$ cat config.mk
export PLATFORM = sky130hd
export DESIGN_NAME = modem_ctrl_regs
export DESIGN_NICKNAME = d
export VERILOG_FILES = /design/src/rtl/modem_ctrl_pkg.sv /design/src/rtl/modem_axil_if.sv /design/src/rtl/modem_evt_cnt.sv /design/src/rtl/modem_dbg_mux.sv /design/src/rtl/modem_ctrl_regs.sv
export SDC_FILE = /design/constraint.sdc
export NUM_CORES = 1
export LEC_CHECK = 0
export ABC_AREA = 1
export BUFFER_PORTS_ARGS = -buffer_cell sky130_fd_sc_hd__buf_2
export CORE_MARGIN = 2
export CORE_UTILIZATION = 59
export CTS_BUF_LIST = sky130_fd_sc_hd__clkbuf_4 sky130_fd_sc_hd__clkbuf_8 sky130_fd_sc_hd__clkbuf_16
export DETAILED_ROUTE_END_ITERATION = 6
export PLACE_DENSITY = 0.84
export SYNTH_ARGS = -nofsm -noshare
export SYNTH_HDL_FRONTEND = slang
export SYNTH_SLANG_ARGS = --single-unit
$ cat constraint.sdc
create_clock -name clk_i -period 11.32 [get_ports clk_i]
set_input_delay 2.264 -clock clk_i [delete_from_list [all_inputs] [get_ports clk_i]]
set_output_delay 2.264 -clock clk_i [all_outputs]
set_load 0.01 [all_outputs]
$ cat src/rtl/modem_ctrl_pkg.sv
package modem_ctrl_pkg;
  localparam logic [11:0] OFF_LOOP_BW  = 12'h100;
  localparam logic [11:0] OFF_EQ_STEP  = 12'h104;
  localparam logic [11:0] OFF_SCOPE    = 12'h108;
  localparam logic [11:0] OFF_DBG_SEL  = 12'h10C;
  localparam logic [11:0] OFF_PLEN     = 12'h110;
  localparam logic [11:0] OFF_EQ_BYP   = 12'h114;
  localparam logic [11:0] OFF_HDR_EN   = 12'h118;
  localparam logic [11:0] OFF_DET_THR  = 12'h11C;
  localparam logic [11:0] OFF_TX_TGL   = 12'h120;
  localparam logic [11:0] OFF_TX_CONT  = 12'h124;
  localparam logic [11:0] OFF_LOOPBACK = 12'h12C;
  localparam logic [11:0] OFF_COD_BYP  = 12'h130;
  localparam logic [11:0] OFF_DBG_VAL  = 12'h140;

  localparam int unsigned NUM_EVT = 4;
  localparam int unsigned EVT_PEAK = 0;
  localparam int unsigned EVT_HDRF = 1;
  localparam int unsigned EVT_CRC  = 2;
  localparam int unsigned EVT_PKT  = 3;

  typedef enum logic [2:0] {
    DBG_TLOCK = 3'd0,
    DBG_FLOCK = 3'd1,
    DBG_PEAK  = 3'd2,
    DBG_HDRF  = 3'd3,
    DBG_CRC   = 3'd4,
    DBG_PKT   = 3'd5
  } dbg_src_e;
endpackage

$ cat src/rtl/modem_axil_if.sv
module modem_axil_if #(
  parameter int unsigned ADDR_W = 12
) (
  input  logic              clk_i,
  input  logic              rst_ni,
  input  logic [ADDR_W-1:0] awaddr_i,
  input  logic              awvalid_i,
  output logic              awready_o,
  input  logic [31:0]       wdata_i,
  input  logic [3:0]        wstrb_i,
  input  logic              wvalid_i,
  output logic              wready_o,
  output logic [1:0]        bresp_o,
  output logic              bvalid_o,
  input  logic              bready_i,
  input  logic [ADDR_W-1:0] araddr_i,
  input  logic              arvalid_i,
  output logic              arready_o,
  output logic [31:0]       rdata_o,
  output logic [1:0]        rresp_o,
  output logic              rvalid_o,
  input  logic              rready_i,
  output logic              wr_en_o,
  output logic [ADDR_W-1:0] wr_addr_o,
  output logic [31:0]       wr_data_o,
  output logic [3:0]        wr_strb_o,
  output logic [ADDR_W-1:0] rd_addr_o,
  input  logic [31:0]       rd_data_i
);
  logic bvalid_q, rvalid_q;
  logic [31:0] rdata_q;
  logic wr_acc, rd_acc;

  // address and data are taken together; one write outstanding
  assign wr_acc    = awvalid_i && wvalid_i && !bvalid_q;
  assign rd_acc    = arvalid_i && !rvalid_q;
  assign awready_o = wr_acc;
  assign wready_o  = wr_acc;
  assign arready_o = !rvalid_q;

  assign wr_en_o   = wr_acc;
  assign wr_addr_o = awaddr_i;
  assign wr_data_o = wdata_i;
  assign wr_strb_o = wstrb_i;
  assign rd_addr_o = araddr_i;

  always_ff @(posedge clk_i or negedge rst_ni) begin
    if (!rst_ni) begin
      bvalid_q <= 1'b0;
      rvalid_q <= 1'b0;
      rdata_q  <= '0;
    end else begin
      if (wr_acc)        bvalid_q <= 1'b1;
      else if (bready_i) bvalid_q <= 1'b0;
      if (rd_acc) begin
        rvalid_q <= 1'b1;
        rdata_q  <= rd_data_i;
      end else if (rready_i) begin
        rvalid_q <= 1'b0;
      end
    end
  end

  assign bvalid_o = bvalid_q;
  assign rvalid_o = rvalid_q;
  assign rdata_o  = rdata_q;
  assign bresp_o  = 2'b00;
  assign rresp_o  = 2'b00;

  assert_b_hold_R11: assert property (@(posedge clk_i) disable iff (!rst_ni)
    bvalid_o && !bready_i |=> bvalid_o);
  assert_r_hold_R11: assert property (@(posedge clk_i) disable iff (!rst_ni)
    rvalid_o && !rready_i |=> rvalid_o && $stable(rdata_o));
endmodule

$ cat src/rtl/modem_evt_cnt.sv
module modem_evt_cnt #(
  parameter int unsigned CNT_W = 16
) (
  input  logic             clk_i,
  input  logic             rst_ni,
  input  logic             evt_i,
  output logic [CNT_W-1:0] cnt_o
);
  localparam logic [CNT_W-1:0] CNT_MAX = '1;
  logic [CNT_W-1:0] cnt_q;

  always_ff @(posedge clk_i or negedge rst_ni) begin
    if (!rst_ni)                       cnt_q <= '0;
    else if (evt_i && cnt_q != CNT_MAX) cnt_q <= cnt_q + 1'b1;
  end

  assign cnt_o = cnt_q;

  assert_sat_hold_R9: assert property (@(posedge clk_i) disable iff (!rst_ni)
    cnt_o == CNT_MAX |=> cnt_o == CNT_MAX);
  assert_idle_hold_R9: assert property (@(posedge clk_i) disable iff (!rst_ni)
    !evt_i |=> $stable(cnt_o));
endmodule

$ cat src/rtl/modem_dbg_mux.sv
module modem_dbg_mux
  import modem_ctrl_pkg::*;
#(
  parameter int unsigned CNT_W = 16
) (
  input  logic                           tlock_i,
  input  logic                           flock_i,
  input  logic [NUM_EVT-1:0][CNT_W-1:0]  cnt_i,
  input  logic [2:0]                     sel_i,
  output logic [CNT_W-1:0]               val_o
);
  always_comb begin
    unique case (sel_i)
      DBG_TLOCK: val_o = CNT_W'(tlock_i);
      DBG_FLOCK: val_o = CNT_W'(flock_i);
      DBG_PEAK:  val_o = cnt_i[EVT_PEAK];
      DBG_HDRF:  val_o = cnt_i[EVT_HDRF];
      DBG_CRC:   val_o = cnt_i[EVT_CRC];
      DBG_PKT:   val_o = cnt_i[EVT_PKT];
      default:   val_o = '0;
    endcase
  end
endmodule

$ cat src/rtl/modem_ctrl_regs.sv
module modem_ctrl_regs
  import modem_ctrl_pkg::*;
#(
  parameter int unsigned ADDR_W = 12,
  parameter int unsigned FBW_W  = 32,
  parameter int unsigned EQ_W   = 16,
  parameter int unsigned SEL_W  = 3,
  parameter int unsigned THR_W  = 16,
  parameter int unsigned LEN_W  = 16,
  parameter int unsigned CNT_W  = 16,
  parameter int unsigned EQ_RST = 64
) (
  input  logic              clk_i,
  input  logic              rst_ni,
  input  logic [ADDR_W-1:0] awaddr_i,
  input  logic              awvalid_i,
  output logic              awready_o,
  input  logic [31:0]       wdata_i,
  input  logic [3:0]        wstrb_i,
  input  logic              wvalid_i,
  output logic              wready_o,
  output logic [1:0]        bresp_o,
  output logic              bvalid_o,
  input  logic              bready_i,
  input  logic [ADDR_W-1:0] araddr_i,
  input  logic              arvalid_i,
  output logic              arready_o,
  output logic [31:0]       rdata_o,
  output logic [1:0]        rresp_o,
  output logic              rvalid_o,
  input  logic              rready_i,
  input  logic              timing_lock_i,
  input  logic              freq_lock_i,
  input  logic              peak_evt_i,
  input  logic              hdr_fail_evt_i,
  input  logic              crc_err_evt_i,
  input  logic              pkt_ok_evt_i,
  input  logic [LEN_W-1:0]  payload_len_i,
  output logic [FBW_W-1:0]  loop_bw_o,
  output logic [EQ_W-1:0]   eq_step_inv_o,
  output logic [SEL_W-1:0]  scope_sel_o,
  output logic              eq_bypass_o,
  output logic              hdr_en_o,
  output logic [THR_W-1:0]  det_thr_o,
  output logic [THR_W-1:0]  det_thr_scaled_o,
  output logic              tx_one_o,
  output logic              tx_cont_o,
  output logic              loopback_o,
  output logic              coding_bypass_o
);
  localparam logic [ADDR_W-1:0] WORD_MASK = ~ADDR_W'(3);

  logic              wr_en;
  logic [ADDR_W-1:0] wr_addr, rd_addr, wr_word, rd_word;
  logic [31:0]       wr_data, rd_data;
  logic [3:0]        wr_strb;

  logic [FBW_W-1:0] loop_bw_q;
  logic [EQ_W-1:0]  eq_step_q;
  logic [SEL_W-1:0] scope_q;
  logic [2:0]       dbg_sel_q;
  logic [THR_W-1:0] det_thr_q;
  logic eq_byp_q, hdr_en_q, tx_tgl_q, tx_cont_q, loopback_q, cod_byp_q, tx_one_q;

  logic [NUM_EVT-1:0]            evt_vec;
  logic [NUM_EVT-1:0][CNT_W-1:0] evt_cnt;
  logic [CNT_W-1:0]              dbg_val;

  modem_axil_if #(.ADDR_W(ADDR_W)) u_if (
    .clk_i, .rst_ni,
    .awaddr_i, .awvalid_i, .awready_o,
    .wdata_i, .wstrb_i, .wvalid_i, .wready_o,
    .bresp_o, .bvalid_o, .bready_i,
    .araddr_i, .arvalid_i, .arready_o,
    .rdata_o, .rresp_o, .rvalid_o, .rready_i,
    .wr_en_o(wr_en), .wr_addr_o(wr_addr), .wr_data_o(wr_data), .wr_strb_o(wr_strb),
    .rd_addr_o(rd_addr), .rd_data_i(rd_data)
  );

  assign wr_word = wr_addr & WORD_MASK;
  assign rd_word = rd_addr & WORD_MASK;

  always_ff @(posedge clk_i or negedge rst_ni) begin
    if (!rst_ni) begin
      loop_bw_q  <= '0;
      eq_step_q  <= EQ_W'(EQ_RST);
      scope_q    <= '0;
      dbg_sel_q  <= '0;
      det_thr_q  <= '0;
      eq_byp_q   <= 1'b0;
      hdr_en_q   <= 1'b1;
      tx_tgl_q   <= 1'b0;
      tx_cont_q  <= 1'b0;
      loopback_q <= 1'b0;
      cod_byp_q  <= 1'b0;
      tx_one_q   <= 1'b0;
    end else begin
      tx_one_q <= 1'b0;
      if (wr_en) begin
        if (wr_word == ADDR_W'(OFF_LOOP_BW))
          for (int b = 0; b < FBW_W; b++) if (wr_strb[b/8]) loop_bw_q[b] <= wr_data[b];
        if (wr_word == ADDR_W'(OFF_EQ_STEP))
          for (int b = 0; b < EQ_W; b++) if (wr_strb[b/8]) eq_step_q[b] <= wr_data[b];
        if (wr_word == ADDR_W'(OFF_DET_THR))
          for (int b = 0; b < THR_W; b++) if (wr_strb[b/8]) det_thr_q[b] <= wr_data[b];
        if (wr_strb[0]) begin
          if (wr_word == ADDR_W'(OFF_SCOPE))    scope_q    <= wr_data[SEL_W-1:0];
          if (wr_word == ADDR_W'(OFF_DBG_SEL))  dbg_sel_q  <= wr_data[2:0];
          if (wr_word == ADDR_W'(OFF_EQ_BYP))   eq_byp_q   <= wr_data[0];
          if (wr_word == ADDR_W'(OFF_HDR_EN))   hdr_en_q   <= wr_data[0];
          if (wr_word == ADDR_W'(OFF_TX_CONT))  tx_cont_q  <= wr_data[0];
          if (wr_word == ADDR_W'(OFF_LOOPBACK)) loopback_q <= wr_data[0];
          if (wr_word == ADDR_W'(OFF_COD_BYP))  cod_byp_q  <= wr_data[0];
          if (wr_word == ADDR_W'(OFF_TX_TGL)) begin
            tx_tgl_q <= wr_data[0];
            tx_one_q <= wr_data[0] != tx_tgl_q;
          end
        end
      end
    end
  end

  assign evt_vec[EVT_PEAK] = peak_evt_i;
  assign evt_vec[EVT_HDRF] = hdr_fail_evt_i;
  assign evt_vec[EVT_CRC]  = crc_err_evt_i;
  assign evt_vec[EVT_PKT]  = pkt_ok_evt_i;

  for (genvar g = 0; g < NUM_EVT; g++) begin : g_evt
    modem_evt_cnt #(.CNT_W(CNT_W)) u_cnt (
      .clk_i, .rst_ni, .evt_i(evt_vec[g]), .cnt_o(evt_cnt[g])
    );
  end

  modem_dbg_mux #(.CNT_W(CNT_W)) u_dbg (
    .tlock_i(timing_lock_i), .flock_i(freq_lock_i),
    .cnt_i(evt_cnt), .sel_i(dbg_sel_q), .val_o(dbg_val)
  );

  always_comb begin
    rd_data = '0;
    unique case (rd_word)
      ADDR_W'(OFF_LOOP_BW):  rd_data = 32'(loop_bw_q);
      ADDR_W'(OFF_EQ_STEP):  rd_data = 32'(eq_step_q);
      ADDR_W'(OFF_SCOPE):    rd_data = 32'(scope_q);
      ADDR_W'(OFF_DBG_SEL):  rd_data = 32'(dbg_sel_q);
      ADDR_W'(OFF_PLEN):     rd_data = 32'(payload_len_i);
      ADDR_W'(OFF_EQ_BYP):   rd_data = 32'(eq_byp_q);
      ADDR_W'(OFF_HDR_EN):   rd_data = 32'(hdr_en_q);
      ADDR_W'(OFF_DET_THR):  rd_data = 32'(det_thr_q);
      ADDR_W'(OFF_TX_TGL):   rd_data = 32'(tx_tgl_q);
      ADDR_W'(OFF_TX_CONT):  rd_data = 32'(tx_cont_q);
      ADDR_W'(OFF_LOOPBACK): rd_data = 32'(loopback_q);
      ADDR_W'(OFF_COD_BYP):  rd_data = 32'(cod_byp_q);
      ADDR_W'(OFF_DBG_VAL):  rd_data = 32'(dbg_val);
      default:               rd_data = '0;
    endcase
  end

  assign loop_bw_o        = loop_bw_q;
  assign eq_step_inv_o    = eq_step_q;
  assign scope_sel_o      = scope_q;
  assign eq_bypass_o      = eq_byp_q;
  assign hdr_en_o         = hdr_en_q;
  assign det_thr_o        = det_thr_q;
  assign det_thr_scaled_o = det_thr_q / THR_W'(10);
  assign tx_one_o         = tx_one_q;
  assign tx_cont_o        = tx_cont_q;
  assign loopback_o       = loopback_q;
  assign coding_bypass_o  = cod_byp_q;

  assert_tx_single_R5: assert property (@(posedge clk_i) disable iff (!rst_ni)
    tx_one_o |=> !tx_one_o);
  assert_tx_on_change_R5: assert property (@(posedge clk_i) disable iff (!rst_ni)
    tx_one_o |-> !$stable(tx_tgl_q));
  assert_tx_needs_change_R5: assert property (@(posedge clk_i) disable iff (!rst_ni)
    !$stable(tx_tgl_q) |-> tx_one_o);
  assert_ro_untouched_R3: assert property (@(posedge clk_i) disable iff (!rst_ni)
    wr_en && (wr_word == ADDR_W'(OFF_PLEN)) |=> $stable(loop_bw_q) && $stable(eq_step_q)
      && $stable(det_thr_q) && $stable(tx_cont_q));
endmodule

=== Yosys cells after proc, flatten, opt, wreduce, memory -nomap -nowiden ===
Cells that the tools add are included.

* Add/subtract/negate cells: 4
* Div/mod/pow operators: 1
* Eq/ne operators: 34
* Mux-type cells: 9
* Reduce and logical (&&, ||, !) cells: 28

{| class="wikitable"
|+ Operator list
! kind !! number
|-
| one-hot mux 32 bit (13 select lines) || 1
|-
| == test 10 x 7 -> 1 bit (second input constant) || 24
|-
| one-hot mux 16 bit (6 select lines) || 1
|-
| adder 16 x 1 -> 16 bit (second input constant) || 4
|-
| != test 16 bit (second input constant) || 4
|-
| AND reduction 3 bit || 16
|-
| divider 16 x 4 -> 16 bit (second input constant) || 1
|-
| logical AND 1 bit || 7
|-
| two-way mux 1 bit || 7
|-
| == test 3 x 2 -> 1 bit (second input constant) || 2
|-
| == test 3 bit (second input constant) || 2
|-
| nonzero test 2 bit || 2
|-
| == test 3 x 1 -> 1 bit (second input constant) || 1
|-
| zero test 3 bit || 1
|-
| zero test 1 bit || 2
|-
| != test 1 bit || 1
|}

* Bits in registers: 175
* Output and inout port bits: 130

=== Logic depth before layout (Yosys ltp) ===
Gate-level depths: netlist of run 1.

* Depth in word-level cells: 4
* Mapped depth: 55

=== By module ===
From an unflattened synthesis of run 1, not the netlist that was laid out.

* Cells, all modules: 1628
* Area total of the unflattened synthesis: 11669.9 um^2

{| class="wikitable"
|+ Modules (own cells, without submodules)
! module !! times used !! cells each !! area each (um^2) !! seq. area each (um^2)
|-
| modem_ctrl_regs || 1 || 665 || 4982.3 || 1929.4
|-
| modem_evt_cnt at g_evt[0].u_cnt ... || 3 || 149 || 1058.5 || 400.4
|-
| modem_axil_if || 1 || 215 || 1869.3 || 850.8
|-
| modem_evt_cnt at g_evt[3].u_cnt || 1 || 152 || 1027.2 || 400.4
|-
| modem_dbg_mux || 1 || 149 || 615.6 || 0.0
|}

=== Worst setup path after synthesis of run 1 ===
No wires, ideal clock.

* Kind: register to output
* Start point: reg det_thr_q[15] (netlist: det_thr_o[15])
* End point: out det_thr_scaled_o[0]
* Data arrival time: 4.296 ns
* Setup slack: 4.760 ns
* Cell stages (with the launch flop): 52
* Path buffers: 1
* Path through: dfrtp_1 buf_6 nand2_1 inv_2 o21bai_2 nand2_2 nand2_2 nand2_1 nand2_2 nand2_4 nand2_4 nand2_4 nand3_2 nand3_2 nand2_2 nand3_2 nand2_4 nand2_4 [16 not listed] nand2_2 nand2_2 inv_2 nand2_2 nand2_2 nand2_1 nand2_2 inv_2 nand2_2 nand2_2 nand2_1 nand2_1 inv_2 nand2_1 nand2_1 nand2_1 nand2_1 nand3_1

* Longest elaborated chain between the ends: 1

{| class="wikitable"
|+ Ends and longest elaborated chain
! element !! line !! source
|-
| start: declaration || modem_ctrl_regs.sv:62 || <nowiki>logic [THR_W-1:0] det_thr_q;</nowiki>
|-
| start signal: assignment || modem_ctrl_regs.sv:89 || <nowiki>det_thr_q <= '0;</nowiki>
|-
| divider 16 x 4 -> 16 bit || modem_ctrl_regs.sv:165 || <nowiki>assign det_thr_scaled_o = det_thr_q / THR_W'(10);</nowiki>
|-
| end: declaration || modem_ctrl_regs.sv:45 || <nowiki>output logic [THR_W-1:0] det_thr_scaled_o,</nowiki>
|}

No other way between the ends.

=== Final worst setup path of run 1 ===
Same ends and word-level chain as after synthesis.

==> results.py, run 1 <==
metrics = {
    "status": {
        "status": "complete, no violations",
    },
    "detailed_routing": {
        "totalWireLength_mm": 26.2,
        "route.vias.total": 8826,
        "detail_route.wl_per_cell_um": 16.5,
        "routed_via_density": 5.54,
        "drt_pass1_iterations": 7,
        "antenna_left": 0,
        "drc": 0,
        "first_iter_violations": 760,
    },
    "hold_path": {
        "hold_depth": 2,
        "holdPathEnd": "u_if.rdata_o[26]",
        "min_path_type": "flop to flop",
        "min-delay-start": "u_if.rdata_o[26]",
    },
    "logic_synthesis": {
        "postSynthCellCount": 1155,
        "synth_edf_count": 0,
        "synth_flop_cell": "dfrtp_1",
        "synthesis.area_um2": 9430,
        "synth_seq_cells": 175,
        "syn_area_per_cell_um2": 8.17,
        "seq_area_frac_synth_pct": 46.4,
        "synth_largest_area_cell": "dfrtp_1",
        "yosysTopAreaCellShare_pct": 45.9,
        "yosysWarnings": 0,
        "synth_cell_types": 44,
        "ys_top_cells_by_area": "dfrtp_1, nand2_1, inv_1",
        "synthArstFlopShare_pct": 100,
    },
    "floorplanning": {
        "initial_core_util_pct": 59.8,
        "ios": 219,
        "fp.dieH_um": 130,
        "placementRows": 46,
        "core_um2": 15800,
        "die_area_um2": 17000,
        "die_w_um": 130,
    },
    "layout": {
        "final_common_cell": "nand2_1",
        "seq_area_um2": 4380,
        "drive_gt1_share_pct": 24.1,
        "multiInputGateArea_um2": 4260,
        "final_cell_mix": "nand2_1, buf_2, dfrtp_1",
        "fillers": 1242,
        "syn_to_final_growth_pct": 19.1,
        "nNetsFinal": 1455,
    },
    "clock_network": {
        "cts_resized": 0,
        "cts_buffer_depth": 2,
        "cts.clk_slew.worst_paths_ns": 0.07,
        "worstSkewPairLatency_ns": 0.45,
        "cts_tree": "built",
        "h-tree-depth": 4,
        "cts_root_buf": "clkbuf_16",
        "cts_made_buffers": 17,
        "post_cts_buffers": 0,
        "ctsHoldBuffers": 0,
        "clkSinkCount": 175,
    },
    "setup_path": {
        "cp_max_fo": 9,
        "worstPathRequired_ns": 9.06,
        "cp-start-kind": "flop",
        "crit_arrival_ns": 5.10,
        "worstRegToRegCells": 14,
        "end_kind": "primary output",
        "cp_slowest_stage_delay_ns": 0.50,
        "crit_slowest_cell": "dfrtp_1",
        "r2r-start": "g_evt[3].u_cnt.cnt_o[0]",
        "critical_path.top_delay_family": "simple AND/OR/NAND/NOR gates",
        "critical_path_class": "flop to primary output",
        "crit_buf_inv": 7,
        "reg2reg_to": "g_evt[3].u_cnt.cnt_o[15]",
        "regToRegSetupSlack_ns": 8.17,
    },
    "sta": {
        "final.setup.tns_ns": 0,
        "clock_skew_ns": 0.0120,
        "finalCriticalPeriod_ns": 7.37,
        "period_share_pct": 65.1,
        "slew_viol_final": 0,
        "slew_headroom_pct": 27.0,
        "rsz0062_at_grt": "false",
        "fmax_ghz": 0.136,
        "timing.hold.ws_ns": 0.482,
        "setup_violations": 0,
        "hold_viol_final": 0,
        "worstMarginPinSlew_ns": 1.09,
    },
    "power": {
        "powerDensity_nw_per_um2": 138,
        "leakage_nw": 6.10,
        "ir_drop_v": 0.000140,
    },
    "run": {
        "maxCapViolCount": 0,
    },
    "global_routing": {
        "grt_pass1_wl_mm": 40.6,
        "grt_max_degree": 70,
        "grt-ovfl-total": 0,
        "grt_util_all_layers_pct": 31.2,
        "grt_pass1_vias": 8118,
        "antenna_found_initial": 0,
    },
    "placement": {
        "hpwl_mm": 19.5,
        "gp_congestion": 0.948,
        "numPortBuffers": 207,
    },
}
[routing by layer]
| metal | vias to the layer above | routed length (µm) | global-route usage, % |
|---|---|---|---|
| met5 | - | 0 | 0 |
| met4 | 0 | 1020 | 13.1 |
| met3 | 76 | 1730 | 6.27 |
| met2 | 364 | 12600 | 50.3 |
| met1 | 4180 | 10800 | 41.6 |
| li1 | 4206 | - | - |
[sequential cells by signal, summed over array words and instances (netlist names)]
signal             count
coding_bypass_o        1
dbg_sel_q              3
det_thr_o             16
eq_bypass_o            1
eq_step_inv_o         16
g_evt.u_cnt.cnt_o     64
hdr_en_o               1
loop_bw_o             32
loopback_o             1
scope_sel_o            3
tx_cont_o              1
tx_one_o               1
tx_tgl_q               1
u_if.bvalid_o          1
u_if.rdata_o          32
u_if.rvalid_o          1
[worst max path at each step]
stage	from	endpoint	slack [ns]	cells past startpoint
finish	det_thr_o[15]	det_thr_scaled_o[0]	3.95	51
global placement	det_thr_o[15]	det_thr_scaled_o[0]	4.68	51
detailed placement	det_thr_o[15]	det_thr_scaled_o[0]	4.51	50
global route	det_thr_o[15]	det_thr_scaled_o[0]	3.42	45
CTS	det_thr_o[15]	det_thr_scaled_o[0]	3.99	50
floorplan	det_thr_o[15]	det_thr_scaled_o[0]	4.76	51
[synth_stat cells (11+ instances only)]
master,n
o22ai_1,24
a221oi_1,16
nand2_2,28
nor3_1,26
dfrtp_1,173
nand3_1,74
a21oi_1,26
xor2_1,47
inv_2,12
inv_1,166
o21ai_0,81
nor4_1,11
nand2_4,11
nor2_1,59
mux2_2,16
nand4_1,21
clkbuf_1,20
nand2_1,264
o221ai_1,14
[area by class of cell]
class	instances	area share, %
multi-input combinational	776	37.9
timing repair buffer	212	9.61
tap	216	2.40
sequential	175	39.0
antenna	1	0.0223
inverter	180	6.01
clock buffer	17	3.79
clock inverter	15	1.31
[power by group]
group / total, mW / switching [mW] / internal [mW]
Clock: 0.572 / 0.280 / 0.292
Combinational: 0.221 / 0.140 / 0.0813
Sequential: 0.755 / 0.0640 / 0.691
Total: 1.55 / 0.484 / 1.06
[cells by family (layout without fill, tap and decap cells)]
logic type	after synthesis	in the layout	share of synthesized area [%]
multiplexers	21	21	2.44
AND/OR/NAND/NOR	505	505	24.7
adder cells (fa/ha/maj)	4	4	0.531
other	1	8	0.0397
buffers and inverters	210	424	8.75
XOR/XNOR	56	56	5.20
AO/OA/AOI/OAI	183	183	11.9
flip-flops	175	175	46.4
[through the flow]
step	instance area, µm²	power [mW]	util, %	std cells	worst slack (ns)
3_5_place_dp	10700	0.984	67.6	1559	4.51
4_1_cts	11200	1.55	71.2	1591	3.99
6_report	11200	1.55	71.3	1592	3.95
5_1_grt	11200	1.62	71.2	1591	3.42
3_3_place_gp	10700	0.972	67.6	1559	4.68
2_1_floorplan	9460	0.902	-	1161	4.76
[worst min-delay path: stages, from the launching register on]
cell and delay, ns:
dfrtp_1 0.34, nand2_1 0.05, o21ai_0 0.06
Note: power is estimated with default switching activity, not from simulation.
==> run 2, diff against run 1 <==
Settings changed: CORE_UTILIZATION 59 to 55, PLACE_DENSITY 0.84 to 0.79.
Clock period 11.32 ns to 7.3 ns, I/O delays scaled along.
==> run 2 against run 1 <==
Clock skew up 0.0024 ns. Cell count up 0.19%. Non-clock buffer count unchanged. Critical path type unchanged. Sequential power up 55%. Count of clock-buffer cells in the layout unchanged. Die area up 7.0%. Largest cell class unchanged. Worst hold slack worse by 0.0069 ns. Critical endpoint unchanged.
==> results.py, run 2 (same netlist as run 1, synthesis figures left out) <==
metrics = {
    "sta": {
        "period_share_pct": 90.0,
        "worstMarginPinSlew_ns": 1.01,
        "slew_headroom_pct": 32.6,
        "finalCriticalPeriod_ns": 6.57,
        "hold_viol_final": 0,
        "fmax_ghz": 0.152,
        "final.setup.tns_ns": 0,
        "clock_skew_ns": 0.0144,
        "slew_viol_final": 0,
        "rsz0062_at_grt": "false",
        "setup_violations": 0,
    },
    "setup_path": {
        "cp_slowest_stage_delay_ns": 0.49,
        "crit_top_cell": "nand2_1",
        "crit_arrival_ns": 5.11,
        "cp-start-kind": "flop",
        "cp_max_fo": 9,
        "end_kind": "primary output",
        "worstPathRequired_ns": 5.84,
        "crit_slowest_cell": "dfrtp_1",
        "critical_path_class": "flop to primary output",
        "regToRegSetupSlack_ns": 4.18,
    },
    "placement": {
        "gp_congestion": 0.985,
        "numPortBuffers": 207,
        "dpl.cell_count": 1563,
        "placed_area_um2": 10700,
        "hpwl_mm": 19.0,
    },
    "floorplanning": {
        "ios": 219,
        "die_area_um2": 18200,
        "die_w_um": 135,
        "placementRows": 47,
        "fp.dieH_um": 135,
        "initial_core_util_pct": 56.5,
        "core_um2": 16700,
    },
    "power": {
        "leakage_nw": 6.11,
        "clkPwrFrac_pct": 37.3,
        "ir_drop_v": 0.000193,
        "switchingPower_mw": 0.762,
        "p_int_mw": 1.66,
        "powerDensity_nw_per_um2": 215,
        "swShare_pct": 31.5,
        "power_frac_seq_pct": 48.4,
        "p_total_mw": 2.42,
        "pwr-share-comb_pct": 14.3,
    },
    "clock_network": {
        "cts_buffer_depth": 2,
        "cts_resized": 0,
        "cts_made_buffers": 17,
        "worstSkewPairLatency_ns": 0.44,
        "clkSinkCount": 175,
        "h-tree-depth": 4,
        "cts_tree": "built",
        "cts_root_buf": "clkbuf_16",
        "post_cts_buffers": 0,
        "cts.clk_slew.worst_paths_ns": 0.07,
        "ctsHoldBuffers": 0,
    },
    "global_routing": {
        "antenna_found_initial": 0,
        "grt_max_degree": 103,
        "grt_util_all_layers_pct": 28.0,
        "grt-ovfl-total": 0,
        "grt_pass1_vias": 8166,
        "grt_pass1_wl_mm": 40.3,
    },
    "status": {
        "status": "complete, no violations",
    },
    "layout": {
        "design_area_um2": 11300,
        "n_antenna_cell": 0,
        "drive_gt1_share_pct": 24.1,
        "nNetsFinal": 1455,
        "largest_reg_flops": 64,
        "final_cell_mix": "nand2_1, buf_2, dfrtp_1",
        "final_common_cell": "nand2_1",
        "final_util_pct": 67.4,
        "syn_to_final_growth_pct": 19.4,
        "finalNonFillerCells": 1595,
    },
    "run": {
        "maxCapViolCount": 0,
    },
    "detailed_routing": {
        "totalWireLength_mm": 25.4,
        "detail_route.wl_per_cell_um": 15.9,
        "antenna_left": 0,
        "routed_via_density": 5.47,
        "drt_pass1_iterations": 6,
        "drc": 0,
        "first_iter_violations": 741,
        "route.vias.total": 8726,
    },
    "hold_path": {
        "min_path_type": "flop to flop",
    },
}
run 2: path summary, 6_finish.rpt:
kind                                              start                        to  depth (start not counted)
worst max-delay path                      det_thr_o[15]       det_thr_scaled_o[0]                         50
worst min-delay path                   u_if.rdata_o[11]          u_if.rdata_o[11]                          2
worst max register to register  g_evt[0].u_cnt.cnt_o[0]  g_evt[0].u_cnt.cnt_o[15]                         14
worst min register to register         u_if.rdata_o[11]          u_if.rdata_o[11]                          2
max in group asynchronous                        rst_ni             loop_bw_o[17]                          2
min in group asynchronous                        rst_ni  g_evt[0].u_cnt.cnt_o[14]                          1
run 2: critical path, delay by kind of cell, from the launching register on:
kind | cells | cell delay, ns
compound gates | 2 | 0.35
buf+inv | 6 | 0.41
flops | 1 | 0.49
simple gates | 42 | 3.38
run 2: layout make-up:
type	instances	area (µm²)
clock buffers	17	425
multi-input cells	776	4260
fillers	1389	5440
inverters	180	676
clock inverters	15	168
repair buffers	212	1080
well taps	220	275
flip-flops and latches	175	4380
run 2: stage by stage:
step                setup slack, ns  hold slack, ns
floorplan                      1.54           0.463
global route                  0.103           0.505
CTS                           0.745           0.481
global placement               1.45           0.458
finish                        0.729           0.475
detailed placement             1.24           0.461
run 2: per-layer routing:
| layer | global-route usage (%) | up-vias | part of all wire [%] |
|---|---|---|---|
| met5 | 0 | - | 0 |
| met4 | 10.5 | 0 | 2.6 |
| met3 | 4.54 | 50 | 6.0 |
| met2 | 46.3 | 301 | 49 |
| met1 | 37.4 | 4178 | 43 |
| li1 | - | 4197 | - |
run 2: power by group through the flow:
stage / combinational, mW / sequential (mW) / clock, mW
6_report: 0.345 / 1.17 / 0.903
5_1_grt: 0.389 / 1.19 / 0.953
3_5_place_dp: 0.341 / 1.19 / 0
2_1_floorplan: 0.236 / 1.16 / 0
4_1_cts: 0.345 / 1.17 / 0.912
3_3_place_gp: 0.326 / 1.18 / 0
==> run 3, diff against run 2 <==
Settings changed: GPL_TIMING_DRIVEN set to 0, MAX_ROUTING_LAYER set to met4.
==> run 3 against run 2 <==
Wire length up 2.7%. Register-to-register slack worse by 0.03 ns. Power down 0.68%. Worst hold slack better by 0.0025 ns. Non-clock buffer count up 26. Flip-flop and latch count unchanged. Combinational power up 1%. Utilization up 0.66 points. Critical endpoint unchanged.
==> results.py, run 3 (same netlist as run 1, synthesis figures left out) <==
metrics = {
    "status": {
        "status": "complete, no violations",
    },
    "clock_network": {
        "cts_root_buf": "clkbuf_16",
        "h-tree-depth": 4,
        "cts_tree": "built",
        "post_cts_buffers": 0,
        "cts_resized": 0,
        "worstSkewPairLatency_ns": 0.45,
        "cts_made_buffers": 17,
        "ctsHoldBuffers": 0,
        "clkSinkCount": 175,
        "cts_buffer_depth": 2,
        "cts.clk_slew.worst_paths_ns": 0.07,
    },
    "power": {
        "powerDensity_nw_per_um2": 211,
        "leakage_nw": 6.16,
        "ir_drop_v": 0.000201,
    },
    "sta": {
        "rsz0062_at_grt": "false",
        "fmax_ghz": 0.153,
        "worstMarginPinSlew_ns": 0.978,
        "timing.hold.ws_ns": 0.478,
        "period_share_pct": 89.5,
        "slew_viol_final": 0,
        "fin_ws_ns": 0.768,
        "setup_violations": 0,
        "clock_skew_ns": 0.0109,
        "slew_headroom_pct": 34.2,
        "finalCriticalPeriod_ns": 6.53,
        "final.setup.tns_ns": 0,
        "hold_viol_final": 0,
    },
    "global_routing": {
        "antenna_found_initial": 0,
        "grt_pass1_wl_mm": 41.5,
        "grt_max_degree": 89,
        "grt-ovfl-total": 0,
        "grt_pass1_vias": 8322,
        "grt_util_all_layers_pct": 29.9,
    },
    "layout": {
        "final_cell_mix": "nand2_1, buf_2, dfrtp_1",
        "nNetsFinal": 1481,
        "finalNonFillerCells": 1621,
        "n_antenna_cell": 0,
        "final_common_cell": "nand2_1",
        "drive_gt1_share_pct": 23.9,
        "syn_to_final_growth_pct": 20.5,
        "design_area_um2": 11400,
        "largest_reg_flops": 64,
        "fillers": 1426,
    },
    "setup_path": {
        "cp-start-kind": "flop",
        "end_kind": "primary output",
        "worstRegToRegCells": 14,
        "regToRegSetupSlack_ns": 4.15,
        "crit_buf_inv": 6,
        "critical_path_class": "flop to primary output",
        "crit_top_cell": "nand2_2",
        "crit_slowest_cell": "dfrtp_1",
        "startpoint": "det_thr_o[15]",
        "reg2reg_to": "g_evt[0].u_cnt.cnt_o[15]",
        "crit_arrival_ns": 5.07,
        "cp_slowest_stage_delay_ns": 0.39,
        "r2r-start": "g_evt[0].u_cnt.cnt_o[0]",
        "worstPathRequired_ns": 5.84,
        "cp_max_fo": 8,
        "critical_path.top_delay_family": "simple AND/OR/NAND/NOR gates",
        "crit_cells": 50,
        "worstSetupEndpoint": "det_thr_scaled_o[0]",
    },
    "floorplanning": {
        "initial_core_util_pct": 56.5,
        "fp.dieH_um": 135,
        "ios": 219,
        "placementRows": 47,
        "die_w_um": 135,
        "core_um2": 16700,
        "die_area_um2": 18200,
    },
    "detailed_routing": {
        "drc": 0,
        "route.vias.total": 8775,
        "first_iter_violations": 699,
        "drt_pass1_iterations": 6,
        "detail_route.wl_per_cell_um": 16.1,
        "totalWireLength_mm": 26.1,
        "antenna_left": 0,
        "routed_via_density": 5.41,
    },
    "placement": {
        "gp_congestion": 1.01,
        "hpwl_mm": 20.3,
        "place_worst_setup_slack_ns": 1.32,
        "placed_area_um2": 10800,
        "dpl.cell_count": 1589,
        "numPortBuffers": 207,
    },
    "run": {
        "maxCapViolCount": 0,
    },
    "hold_path": {
        "min_path_type": "flop to flop",
    },
}
-- run 3: changes by cell type in the layout (fill, tap and decap cells not counted), moves of 2 or more --
cell,previous run,this run
inv_6,3,8
buf_4,5,8
clkinv_8,3,1
clkbuf_1,0,20
inv_8,6,2
clkinvlp_4,1,3
-- run 3: how the worst min path moves through the flow --
| stage | to | cells past startpoint | startpoint | slack (ns) |
|---|---|---|---|---|
| after floorplan | g_evt[0].u_cnt.cnt_o[8] | 1 | g_evt[0].u_cnt.cnt_o[8] | 0.46 |
| after global placement | u_if.rdata_o[5] | 2 | u_if.rdata_o[5] | 0.46 |
| after detailed placement | u_if.rdata_o[4] | 2 | u_if.rdata_o[4] | 0.46 |
| after CTS | u_if.rdata_o[4] | 2 | u_if.rdata_o[4] | 0.48 |
| after global routing | g_evt[0].u_cnt.cnt_o[9] | 1 | g_evt[0].u_cnt.cnt_o[9] | 0.50 |
| final | u_if.rdata_o[4] | 2 | u_if.rdata_o[4] | 0.48 |
-- run 3: area by class of cell --
type	instances	area, µm²	share of cell area (%)
buffer	30	150	1.32
tap	220	275	2.42
timing repair buffer	208	1070	9.44
clock buffer	17	425	3.74
multi-input combinational	776	4250	37.4
sequential	175	4380	38.5
clock inverter	15	140	1.23
inverter	180	676	5.94
-- run 3: routing by layer --
layer / up-vias / global-route usage [%] / share of wire (%)
li1: 4260 / - / -
met1: 4126 / 39.3 / 42
met2: 337 / 48.1 / 49
met3: 52 / 4.58 / 6.6
met4: 0 / 9.49 / 2.4
met5: - / - / 0
-- run 3: worst reg2reg max path: stages, from the launching register on --
cell and delay, ns:
dfrtp_1 0.43, ha_1 0.24, nand3_1 0.11, nor2_1 0.07, nand2_1 0.11, nor2_1 0.05
a21oi_1 0.43, nand4_1 0.23, nor2_1 0.14, nand2_1 0.09, nor3_1 0.26, inv_1 0.13
nor4_1 0.41, nand3_1 0.16, xor2_1 0.18
-- run 3: through the flow --
step           power (mW)  utilization [%]
2_1_floorplan        1.40                -
6_report             2.40             68.1
4_1_cts              2.41             68.1
3_3_place_gp         1.51             64.5
3_5_place_dp         1.53             64.7
5_1_grt              2.52             68.1
-- run 3: where the power goes --
part	switching [mW]	internal (mW)
clock network	0.434	0.452
registers	0.0982	1.07
logic	0.218	0.132
total	0.750	1.65
